### src/rtl/skewcnt_pkg.sv
package skewcnt_pkg;

  // Next state of a divide-by-two stage: the only logic in front of the bit
  // flop is a 2:1 select between toggle and hold.
  function automatic logic stage_next(input logic cur, input logic trig);
    return trig ? ~cur : cur;
  endfunction

  // A stage emits a carry when it toggles while holding a one (a 1 -> 0 fall).
  function automatic logic carry_next(input logic cur, input logic trig);
    return trig & cur;
  endfunction

  // Number of idle cycles needed for every in-flight carry to drain.
  function automatic int unsigned drain_cycles(input int unsigned width);
    return width - 1;
  endfunction

endpackage

### src/rtl/toggle_stage.sv
module toggle_stage
  import skewcnt_pkg::*;
(
  input  logic clk,
  input  logic rst,
  input  logic trig,
  output logic bit_q
);

  always_ff @(posedge clk) begin
    if (rst) bit_q <= 1'b0;
    else     bit_q <= stage_next(bit_q, trig);
  end

endmodule

### src/rtl/carry_pipe.sv
module carry_pipe
  import skewcnt_pkg::*;
(
  input  logic clk,
  input  logic rst,
  input  logic src_bit,
  input  logic src_trig,
  output logic pulse_q
);

  always_ff @(posedge clk) begin
    if (rst) pulse_q <= 1'b0;
    else     pulse_q <= carry_next(src_bit, src_trig);
  end

endmodule

### src/rtl/skew_ripple_counter.sv
module skew_ripple_counter #(
  parameter int unsigned WIDTH = 32
) (
  input  logic             clk,
  input  logic             rst,
  input  logic             cnt_en,
  output logic [WIDTH-1:0] raw_word
);

  localparam int unsigned NCARRY = WIDTH - 1;

  // Named internal events, visible to the bound checker.
  logic [WIDTH-1:0]  stage_trig;
  logic [NCARRY-1:0] carry_q;

  assign stage_trig[0] = cnt_en;

  for (genvar k = 0; k < WIDTH; k++) begin : g_stage
    if (k > 0) begin : g_chain
      assign stage_trig[k] = carry_q[k-1];
    end

    toggle_stage u_bit (
      .clk   (clk),
      .rst   (rst),
      .trig  (stage_trig[k]),
      .bit_q (raw_word[k])
    );

    if (k < NCARRY) begin : g_carry
      carry_pipe u_carry (
        .clk      (clk),
        .rst      (rst),
        .src_bit  (raw_word[k]),
        .src_trig (stage_trig[k]),
        .pulse_q  (carry_q[k])
      );
    end
  end

endmodule

### config.mk
export PLATFORM = sky130hd
export DESIGN_NAME = skew_ripple_counter
export DESIGN_NICKNAME = d
export VERILOG_FILES = /design/src/rtl/skewcnt_pkg.sv /design/src/rtl/toggle_stage.sv /design/src/rtl/carry_pipe.sv /design/src/rtl/skew_ripple_counter.sv
export SDC_FILE = /design/constraint.sdc
export NUM_CORES = 1
export LEC_CHECK = 0
export ABC_CLOCK_PERIOD_IN_PS = 800
export BUFFER_PORTS_ARGS = -buffer_cell sky130_fd_sc_hd__buf_2
export CORE_MARGIN = 3
export CORE_UTILIZATION = 49
export CTS_CLUSTER_SIZE = 16
export DETAILED_ROUTE_END_ITERATION = 10
export PLACE_DENSITY = 0.77
export SYNTH_ARGS = -nofsm -noshare
export SYNTH_HDL_FRONTEND = slang
export SYNTH_SLANG_ARGS = --single-unit
### constraint.sdc
create_clock -name clk -period 0.8 [get_ports clk]
set_input_delay 0.08 -clock clk [delete_from_list [all_inputs] [get_ports clk]]
set_output_delay 0.08 -clock clk [all_outputs]
set_load 0.005 [all_outputs]
==> impl_results.md, run 1 <==
- Outcome: finished, violations left
- Failing checks: setup timing
- Worst Reg-to-Reg Cells: 3
- CTS tree: built
- Num CTS Buffers: 9
- Overflow after GRT: 0
- Nets: 274
- Initial antenna violation count: 0
- Syn Area/Cell: 9.71 um2
- Drt via density: approximately 4.5
- Mapped Nets: roughly 230
- First-pass DRT Iterations: 4
- Layout Area Growth over Synthesis: 28.9%
- Quantity of I/O buffers inserted on ports: 34
- GPL Wtd Cong: 0.724
- Tmin final: 849 ps
- Maximum clock path buffer count: 2
- Setup slack after layout: -48.8 ps
- Final Instance Count excl. Fillers: 325
- Critical path data required time: 720 ps
- WP buf/inv: 1
- Number of fill cells: 303
- Post-synth top area share: between 50% and 60%
- Worst-skew pair later-pin latency: 320 ps
- CP max-delay cell: dfxtp_2
- Htree depth: 3
- VDD IR-drop max: 1.21 mV
- Max Freq: 1180 MHz
- DR WL/cell: 11.6 um
- Root Buffer: clkbuf_8
- DRT antenna net count: 0
- Final setup fails: 32
- Yosys cell types: 6
- CTS sink cnt: 63
- Measured slew at the worst slew-check pin: 177 ps
- Crit path capture type: output pin
- Worst slew margin: 88.2%
- Cells after Synth: 228
- FP Rows: 23
- Worst EP arrival: 770 ps
- Drt total wl: ~3800 um
- Crit-path leading delay family: flip-flops
- RSZ-0062 raised after global routing: yes
- First-pass GRT wire length: a little over 6000 um
- Die height: 73.2 um
- Largest net degree at the start of global routing: 27
- DRC errors left: 0
- Power Dens Cells: ~2100 nW/um2
- Critical Path Fanout Max: 3
- Cell area after synthesis: 2210 um2
- Vias: 1475
- Vias in the first global route: 1489
- Layout cell share with drive strength beyond 1: 48.4%
- N_diodes: 0
- Critical path, cell by cell: buf_2
- Synthesis Warnings: 0
- Pins over their slew limit: 0
- Die area: 5360 um2
- Sequential share of the synthesized area: 57.0%
- Type of origin of the critical path: flip-flop
- Aggregate global-route resource usage: 15.5%
- Setup TNS: -1160 ps
- Post-DP HPWL: approximately 2100 um
- Critical path type: reg2out
- Final hold viol count: 0
- IO Pins: 35
- Critical path's largest stage delay: 340 ps
- Clk slew on worst S/H paths: 60 ps
- Die X-Extent: 73.2 um
- Initial core utilization: 53.0%
- Core Area: 4170 um2
- Worst Hold Class: in2reg
- Worst Hold Depth: 2
- LEAKAGE: between 0.001 and 0.0015 uW
- Largest cells by area after synthesis: dfxtp_1, xnor2_1, buf_4, nor2_1, nand2_1
- Biggest area consumer among synthesized cells: dfxtp_1
- MaxCap Viol Count: 0
- 1st-iter DRT viols: 29
- Critical Path Stages: 1
- Fin Clk Skew: 4.13 ps
- Placed insts: 277
- Final period utilization: 106%
- Synthesis-stage register bit count: 63
==> per-stage QoR <==
| step | cell area, um2 | worst slack [ps] | util (%) | hold WS (ps) | total power [uW] |
|---|---|---|---|---|---|
| global placement | 2180 | 168 | 52.3 | 326 | 3330 |
| global route | 2850 | -106 | 68.4 | 32.8 | 6220 |
| floorplan | 2210 | 195 | - | 201 | 3320 |
| detailed placement | 2180 | 119 | 52.3 | 332 | 3330 |
| finish | 2850 | -48.8 | 68.4 | 45.4 | 5970 |
| CTS | 2680 | -83.6 | 64.1 | 30.9 | 6060 |
==> flip-flops by register name (all words and copies together) (netlist names) <==
name and flops:
g_stage.g_carry.u_carry.pulse_q 31, g_stage.u_bit.bit_q 32
==> routing by layer <==
metal	up-vias	global-route usage, %	wire length, um
met4	0	10.2	70
met2	34	25.1	2020
met3	7	6.06	194
li1	737	-	-
met5	-	0	0
met1	697	16.6	1490
==> power breakdown <==
group	internal (uW)	switching, uW	total (uW)
Clock	1590	1100	2690
Combinational	62.8	73.4	136
Sequential	3150	5.82	3150
==> repair_timing <==
action	4_1_cts	5_1_grt
endpoints found under the hold margin	2	0
hold buffers	1	0
endpoints found under the setup margin	32	48
cloned	0	0
pin swaps	0	5
buffers inserted	31	1
gates resized for setup	34	24
==> synthesized netlist by cell type <==
master    n
nor2_1   63
xnor2_1  32
dfxtp_1  63
buf_6     7
nand2_1  31
buf_4    32
==> cell type report <==
| cell class | instances | area, um2 | share of cell area [%] |
|---|---|---|---|
| multi-input cells | 126 | 761 | 26.7 |
| flip-flops and latches | 63 | 1300 | 45.6 |
| clock buffers | 12 | 155 | 5.44 |
| repair buffers | 71 | 532 | 18.6 |
| well taps | 50 | 62.6 | 2.19 |
| clock inverters | 3 | 42.5 | 1.49 |
==> cell usage in the layout, fill, tap and decap left out <==
master	Yosys	layout
nand2_1	31	31
buf_12	0	2
dfxtp_1	63	31
buf_2	0	25
bufinv_16	0	1
clkbuf_8	0	11
clkinvlp_4	0	1
buf_4	32	34
dlygate4sd3_1	0	1
dfxtp_2	0	32
clkinv_2	0	1
xnor2_1	32	15
buf_6	7	9
clkbuf_1	0	1
xnor2_2	0	17
nor2_1	63	63
==> final timing paths <==
check | start | to | slack [ps]
worst max-delay path | g_stage[6].u_bit.bit_q | raw_word[6] | -50
worst min-delay path | rst | g_stage[9].u_bit.bit_q | 50
worst max register to register | g_stage[4].u_bit.bit_q | g_stage[4].u_bit.bit_q | 20
worst min register to register | g_stage[13].g_carry.u_carry.pulse_q | g_stage[14].g_carry.u_carry.pulse_q | 450
==> cells by family (layout without fill, tap and decap cells) <==
group	count (synthesis)	count (layout)	synth area share [%]
buffers and inverters	39	86	14.4
DFF	63	63	57.0
xor gates and xnor gates	32	32	12.7
and+or+nand+nor	94	94	15.9
Note: power is estimated with default switching activity, not from simulation.
==> inputs of run 2 (changes only) <==
--- a/config.mk
+++ b/config.mk
@@ -6,12 +6,12 @@
 export NUM_CORES = 1
 export LEC_CHECK = 0
 export ABC_CLOCK_PERIOD_IN_PS = 800
-export BUFFER_PORTS_ARGS = -buffer_cell sky130_fd_sc_hd__buf_2
+export BUFFER_PORTS_ARGS = -buffer_cell sky130_fd_sc_hd__buf_4
 export CORE_MARGIN = 3
-export CORE_UTILIZATION = 49
+export CORE_UTILIZATION = 45
 export CTS_CLUSTER_SIZE = 16
 export DETAILED_ROUTE_END_ITERATION = 10
-export PLACE_DENSITY = 0.77
+export PLACE_DENSITY = 0.72
 export SYNTH_ARGS = -nofsm -noshare
 export SYNTH_HDL_FRONTEND = slang
 export SYNTH_SLANG_ARGS = --single-unit
==> run 2 against run 1 <==
Largest cell class unchanged; register-to-register slack is essentially flat; critical endpoint is now raw_word[2]; fmax is essentially flat; the run still ends with setup timing left; setup slack is essentially flat; combinational power is essentially flat; final area grew 3.6%; non-clock buffer count fell by 3; routed wire length down 11%; highest routed layer unchanged; first-iteration DRC count up 59%.
==> impl_results.md, run 2 (synthesis gave the netlist of run 1 again) <==
- Die X-Extent: 76.1 um
- Final instance area: between 2000 and 3000 um2
- Clk slew on worst S/H paths: 60 ps
- Worst Hold Class: in2reg
- Htree depth: 3
- Tot Pwr: approximately 5500 uW
- Vias: 1422
- First-pass DRT Iterations: 3
- Crit path capture type: output pin
- Final setup fails: 32
- First-pass GRT wire length: 5810 um
- DRC errors left: 0
- Max Freq: 1180 MHz
- Worst Reg-to-Reg Cells: 3
- Setup slack after layout: -48.5 ps
- Placed insts: between 200 and 300
- Worst slew margin: 90.2%
- WP buf/inv: 1
- Final hold viol count: 0
- Pre-CTS setup slack: 132 ps
- Initial antenna violation count: 0
- Critical path data required time: between 700 and 800 ps
- Drt via density: 4.24
- Quantity of I/O buffers inserted on ports: 34
- N_diodes: 0
- Commonest non-fill, non-tap cells in the layout: nor2_1, buf_4, buf_6
- Largest net degree at the start of global routing: 35
- 1st-iter DRT viols: 46
- Die height: roughly 76 um
- Post-DP HPWL: 1930 um
- Top Registers: g_stage.u_bit.bit_q (32), g_stage.g_carry.u_carry.pulse_q (31)
- Type of origin of the critical path: flip-flop
- GPL Wtd Cong: 0.662
- Outcome: finished, violations left
- MaxCap Viol Count: 0
- Final period utilization: 106%
- Maximum clock path buffer count: 2
- Number of fill cells: 353
- Die area: 5800 um2
- Critical Path Stages: 1
- Most common cell after layout, fill and taps aside: nor2_1
- Root Buffer: clkbuf_8
- CP max-delay cell: dfxtp_2
- LEAKAGE: 0.00118 uW
- Worst-skew pair later-pin latency: 320 ps
- Layout Area Growth over Synthesis: 33.5%
- Pins over their slew limit: 0
- Worst Hold Depth: 3
- Power Dens Cells: 1850 nW/um2
- IO Pins: 35
- Measured slew at the worst slew-check pin: approximately 150 ps
- Critical path's largest stage delay: 350 ps
- Layout cell share with drive strength beyond 1: between 40% and 50%
- Setup TNS: -856 ps
- Drt total wl: roughly 3400 um
- CTS sink cnt: 63
- Initial core utilization: between 40 and 50%
- CTS tree: built
- Final Instance Count excl. Fillers: 335
- Crit-path leading delay family: flip-flops
- Critical path type: reg2out
- Overflow after GRT: 0
- Critical Path Fanout Max: 3
- Aggregate global-route resource usage: 12.4%
- Fin Clk Skew: 5.12 ps
- Vias in the first global route: 1461
- Num CTS Buffers: 9
- Max FFs per register: 32
- VDD IR-drop max: between 1 and 1.5 mV
- Tmin final: 849 ps
- DR WL/cell: 10.1 um
- Largest Register: g_stage.u_bit.bit_q
- Placed standard-cell area: around 2300 um2
- Critical path, cell by cell: buf_6
- Failing checks: setup timing
- DRT antenna net count: 0
- RSZ-0062 raised after global routing: yes
- FP Rows: 24
- Nets: 271
- Worst EP arrival: 770 ps
- Core Area: 4530 um2
run 2: changes by cell type in the layout (fill, tap and decap cells not counted):
cell        before  now
bufinv_16        1    0
clkbuf_8        11   10
buf_6            9   32
clkinvlp_4       1    0
clkinv_2         1    2
buf_2           25    0
dfxtp_2         32   31
buf_4           34   33
dfxtp_4          0    1
run 2: final timing paths:
kind | slack, ps | start | end
setup / recovery | -50 | g_stage[2].u_bit.bit_q | raw_word[2]
hold / removal | 140 | rst | g_stage[22].u_bit.bit_q
setup reg to reg | 30 | g_stage[25].u_bit.bit_q | g_stage[25].u_bit.bit_q
hold reg to reg | 440 | g_stage[16].g_carry.u_carry.pulse_q | g_stage[17].g_carry.u_carry.pulse_q
run 2: what timing repair did:
item | 4_1_cts | 5_1_grt
buffers inserted | 29 | 2
hold buffers | 1 | 0
endpoints found under the setup margin | 32 | 48
cloned | 0 | 0
resized for setup | 64 | 18
pin swaps | 0 | 6
endpoints found under the hold margin | 2 | 0
run 2: layout make-up:
class / instances / area (um2) / area share [%]
Multi-Input combinational cell: 126 / 761 / 25.7
Timing Repair Buffer: 68 / 658 / 22.3
Tap cell: 65 / 81.3 / 2.75
Sequential cell: 63 / 1300 / 44.1
Clock inverter: 2 / 10.0 / 0.339
Clock buffer: 11 / 141 / 4.78
run 2: report_power, final:
part           total (uW)  leakage, uW  internal [uW]  switching, uW
logic                 133     0.000574           66.0           67.2
registers            3150     0.000524           3140           8.24
clock network        2180    0.0000809           1150           1030
total                5460      0.00118           4360           1110
run 2: tightest hold or removal path, delay by kind of cell:
family / cells / cell delay, ps
buf+inv: 2 / 280
simple gates: 1 / 60
run 2: per-stage QoR:
step	utilization [%]	hold WS [ps]
after floorplan	-	201
after global placement	50.1	320
after detailed placement	50.1	330
after CTS	62.0	126
after global routing	65.2	155
final	65.2	140
run 2: layer usage:
metal  track usage, %  routed length [um]
met2             20.7                1610
met1             13.2                1510
met5                0                   0
met3             4.85                 191
met4             7.61                  55
==> inputs of run 3 (changes only) <==
--- a/config.mk
+++ b/config.mk
@@ -5,6 +5,7 @@
 export SDC_FILE = /design/constraint.sdc
 export NUM_CORES = 1
 export LEC_CHECK = 0
+export ABC_AREA = 1
 export ABC_CLOCK_PERIOD_IN_PS = 800
 export BUFFER_PORTS_ARGS = -buffer_cell sky130_fd_sc_hd__buf_4
 export CORE_MARGIN = 3
==> run 3 against run 2 <==
The flow still finishes with violations (setup timing); fmax increased by 0.44%; routed wire length is 2.0% higher; global-route usage up 0.97 points; synthesized cell count grew 14%; register-to-register slack better by 40 ps; sequential share of layout area rose by 2.6 points; via count rose by 10%; clock-buffer cell count up 2; utilization down 3.0 points; first-iteration DRC count up 89%; area after synthesis is 3.3% lower; final area shrank 5.8%; largest cell class unchanged.
==> impl_results.md, run 3 <==
- Comb pwr share: 2.7%
- Power Dens Cells: 2020 nW/um2
- Post-synth EDFFs: 0
- Outcome: finished, violations left
- Root Buffer: clkbuf_8
- CP max-delay cell: dfxtp_2
- Type of origin of the critical path: flip-flop
- Die area: 5620 um2
- Worst-skew pair later-pin latency: 320 ps
- Cell area after synthesis: 2140 um2
- Initial antenna violation count: 0
- Critical path's largest stage delay: between 300 and 400 ps
- Die height: 75.0 um
- IO Pins: 35
- Layout Area Growth over Synthesis: 30.1%
- Tmin final: roughly 840 ps
- Post-DP HPWL: 2030 um
- Asr flop ratio synth: 0%
- Switching part of the total power: 20.7%
- Switch Pwr: 1170 uW
- Worst slew margin: 86.5%
- Cell internal pwr: 4470 uW
- Max FFs per register: 32
- Initial core utilization: between 40% and 50%
- DRC errors left: 0
- Worst Hold Class: in2reg
- Clock share of power: 41.4%
- Synthesis Warnings: 0
- Core Area: 4470 um2
- Placed insts: 313
- Hold Path Origin: rst
- Crit-path leading delay family: flip-flops
- Largest Register: g_stage.u_bit.bit_q
- Synthesis-stage register bit count: 63
- Largest cells by area after synthesis: dfxtp_1, nor2_1, buf_4, nand2_1, buf_2
- Post-synth top area share: roughly three fifths
- Quantity of I/O buffers inserted on ports: 34
- Clk slew on worst S/H paths: around 60 ps
- 1st-iter DRT viols: just under 90
- Overflow after GRT: 0
- WP buf/inv: 1
- Mapped Nets: approximately 260
- Max Freq: 1180 MHz
- Sequential share of the synthesized area: between 50% and 60%
- GPL Wtd Cong: ~0.67
- Drt via density: 4.39
- Cells after Synth: 261
- Commonest non-fill, non-tap cells in the layout: nor2_1, nand2_1, buf_4
- Most frequent cells after synthesis: nor2_1, nand2_1, dfxtp_1, buf_4, buf_2
- MaxCap Viol Count: 0
- Final setup fails: 32
- Vias in the first global route: between 1000 and 1500
- N_diodes: 0
- Final instance area: between 2000 and 3000 um2
- CTS sink cnt: 63
- Top-count cell post-synth: nor2_1
- VDD IR-drop max: 1.04 mV
- CTS tree: built
- Biggest area consumer among synthesized cells: dfxtp_1
- Nets: 306
- Layout cell share with drive strength beyond 1: between 30% and 40%
- Final hold viol count: 0
- Crit path launch: g_stage[0].u_bit.bit_q
- Number of fill cells: 406
- Placed standard-cell area: 2220 um2
- Largest net degree at the start of global routing: 28
- FF-to-FF Start: g_stage[4].u_bit.bit_q
- Failing checks: setup timing
- Syn Area/Cell: between 8 and 9 um2
- Pins over their slew limit: 0
- Pre-CTS setup slack: 139 ps
- FP Rows: 24
- Top_reg_cell synth: dfxtp_1
- Crit path capture type: output pin
- Critical path type: reg2out
- Final period utilization: 106%
- DR WL/cell: 9.61 um
- Num CTS Buffers: 9
- Critical Path Fanout Max: 3
- Maximum clock path buffer count: 2
- Setup slack after layout: -44.8 ps
- Vias: between 1500 and 2000
- Measured slew at the worst slew-check pin: slightly above 200 ps
- Final Instance Count excl. Fillers: between 300 and 400
- Most common cell after layout, fill and taps aside: nor2_1
- First-pass GRT wire length: 5440 um
- First-pass DRT Iterations: 4
- Top Registers: g_stage.u_bit.bit_q (32), g_stage.g_carry.u_carry.pulse_q (31)
- Worst EP arrival: 760 ps
- Critical path data required time: 720 ps
- Drt total wl: 3440 um
- Aggregate global-route resource usage: a little over an eighth
- LEAKAGE: 0.00128 uW
- Fin Clk Skew: 5.65 ps
- Critical path, cell by cell: buf_6
- Htree depth: 3
- DRT antenna net count: 0
- RSZ-0062 raised after global routing: yes
- Die X-Extent: 75.0 um
- Reg power frac: approximately 56%
- Yosys cell types: 6
[run 3: area by class of cell]
class	count	area (um2)	area share, %
Sequential cell	63	1300	46.7
Tap cell	52	65.1	2.34
Timing Repair Buffer	69	653	23.5
Clock buffer	13	159	5.71
Inverter	1	3.75	0.135
Multi-Input combinational cell	159	597	21.4
Clock inverter	1	5.00	0.180
[run 3: cell families (layout without fill, tap and decap cells)]
logic type / after synthesis / count (layout) / share of synthesized area, %
buffers and inverters: 39 / 84 / 13.2
flip-flops: 63 / 63 / 58.9
AND/OR/NAND/NOR: 159 / 159 / 27.9
[run 3: power by group through the flow]
stage          Clock (uW)  Sequential, uW  Combinational, uW
5_1_grt              2540            3150                167
2_1_floorplan           0            3220                101
6_report             2330            3150                150
3_5_place_dp            0            3220                141
4_1_cts              2400            3150                152
3_3_place_gp            0            3220                139
[run 3: metal layers]
| metal | global-route usage [%] | wire [um] | up-vias |
|---|---|---|---|
| met2 | 19.6 | 1580 | 36 |
| met3 | 7.34 | 210 | 4 |
| met4 | 7.71 | 31 | 0 |
| met1 | 15.4 | 1620 | 696 |
| met5 | 0 | 0 | - |
| li1 | - | - | 835 |
[run 3: metrics by stage]
| stage | hold slack (ps) | utilization, % | setup TNS, ps | total power [uW] |
|---|---|---|---|---|
| 3_5_place_dp | 325 | 49.7 | 0 | 3360 |
| 3_3_place_gp | 309 | 49.7 | 0 | 3360 |
| 4_1_cts | 110 | 62.1 | -1810 | 5700 |
| 2_1_floorplan | 152 | - | 0 | 3320 |
| 6_report | 125 | 62.2 | -1120 | 5640 |
| 5_1_grt | 125 | 62.2 | -2340 | 5860 |
[run 3: worst paths after layout]
kind	cells past startpoint	slack (ps)	to
max	1	-40	raw_word[0]
min	3	120	g_stage[16].g_carry.u_carry.pulse_q
max reg2reg	4	70	g_stage[4].u_bit.bit_q
min reg2reg	2	460	g_stage[16].g_carry.u_carry.pulse_q
[run 3: tightest hold or removal path: cells and delay by family]
family | cells | cell delay (ps)
and+or+nand+nor | 1 | 60
buffers and inverters | 2 | 260
[run 3: timing repair]
item,in CTS,in global routing
cloned,0,0
endpoints found under the setup margin,32,32
hold buffers,1,0
resized for setup,64,0
pin swaps,0,0
buffers inserted,29,1
endpoints found under the hold margin,2,0
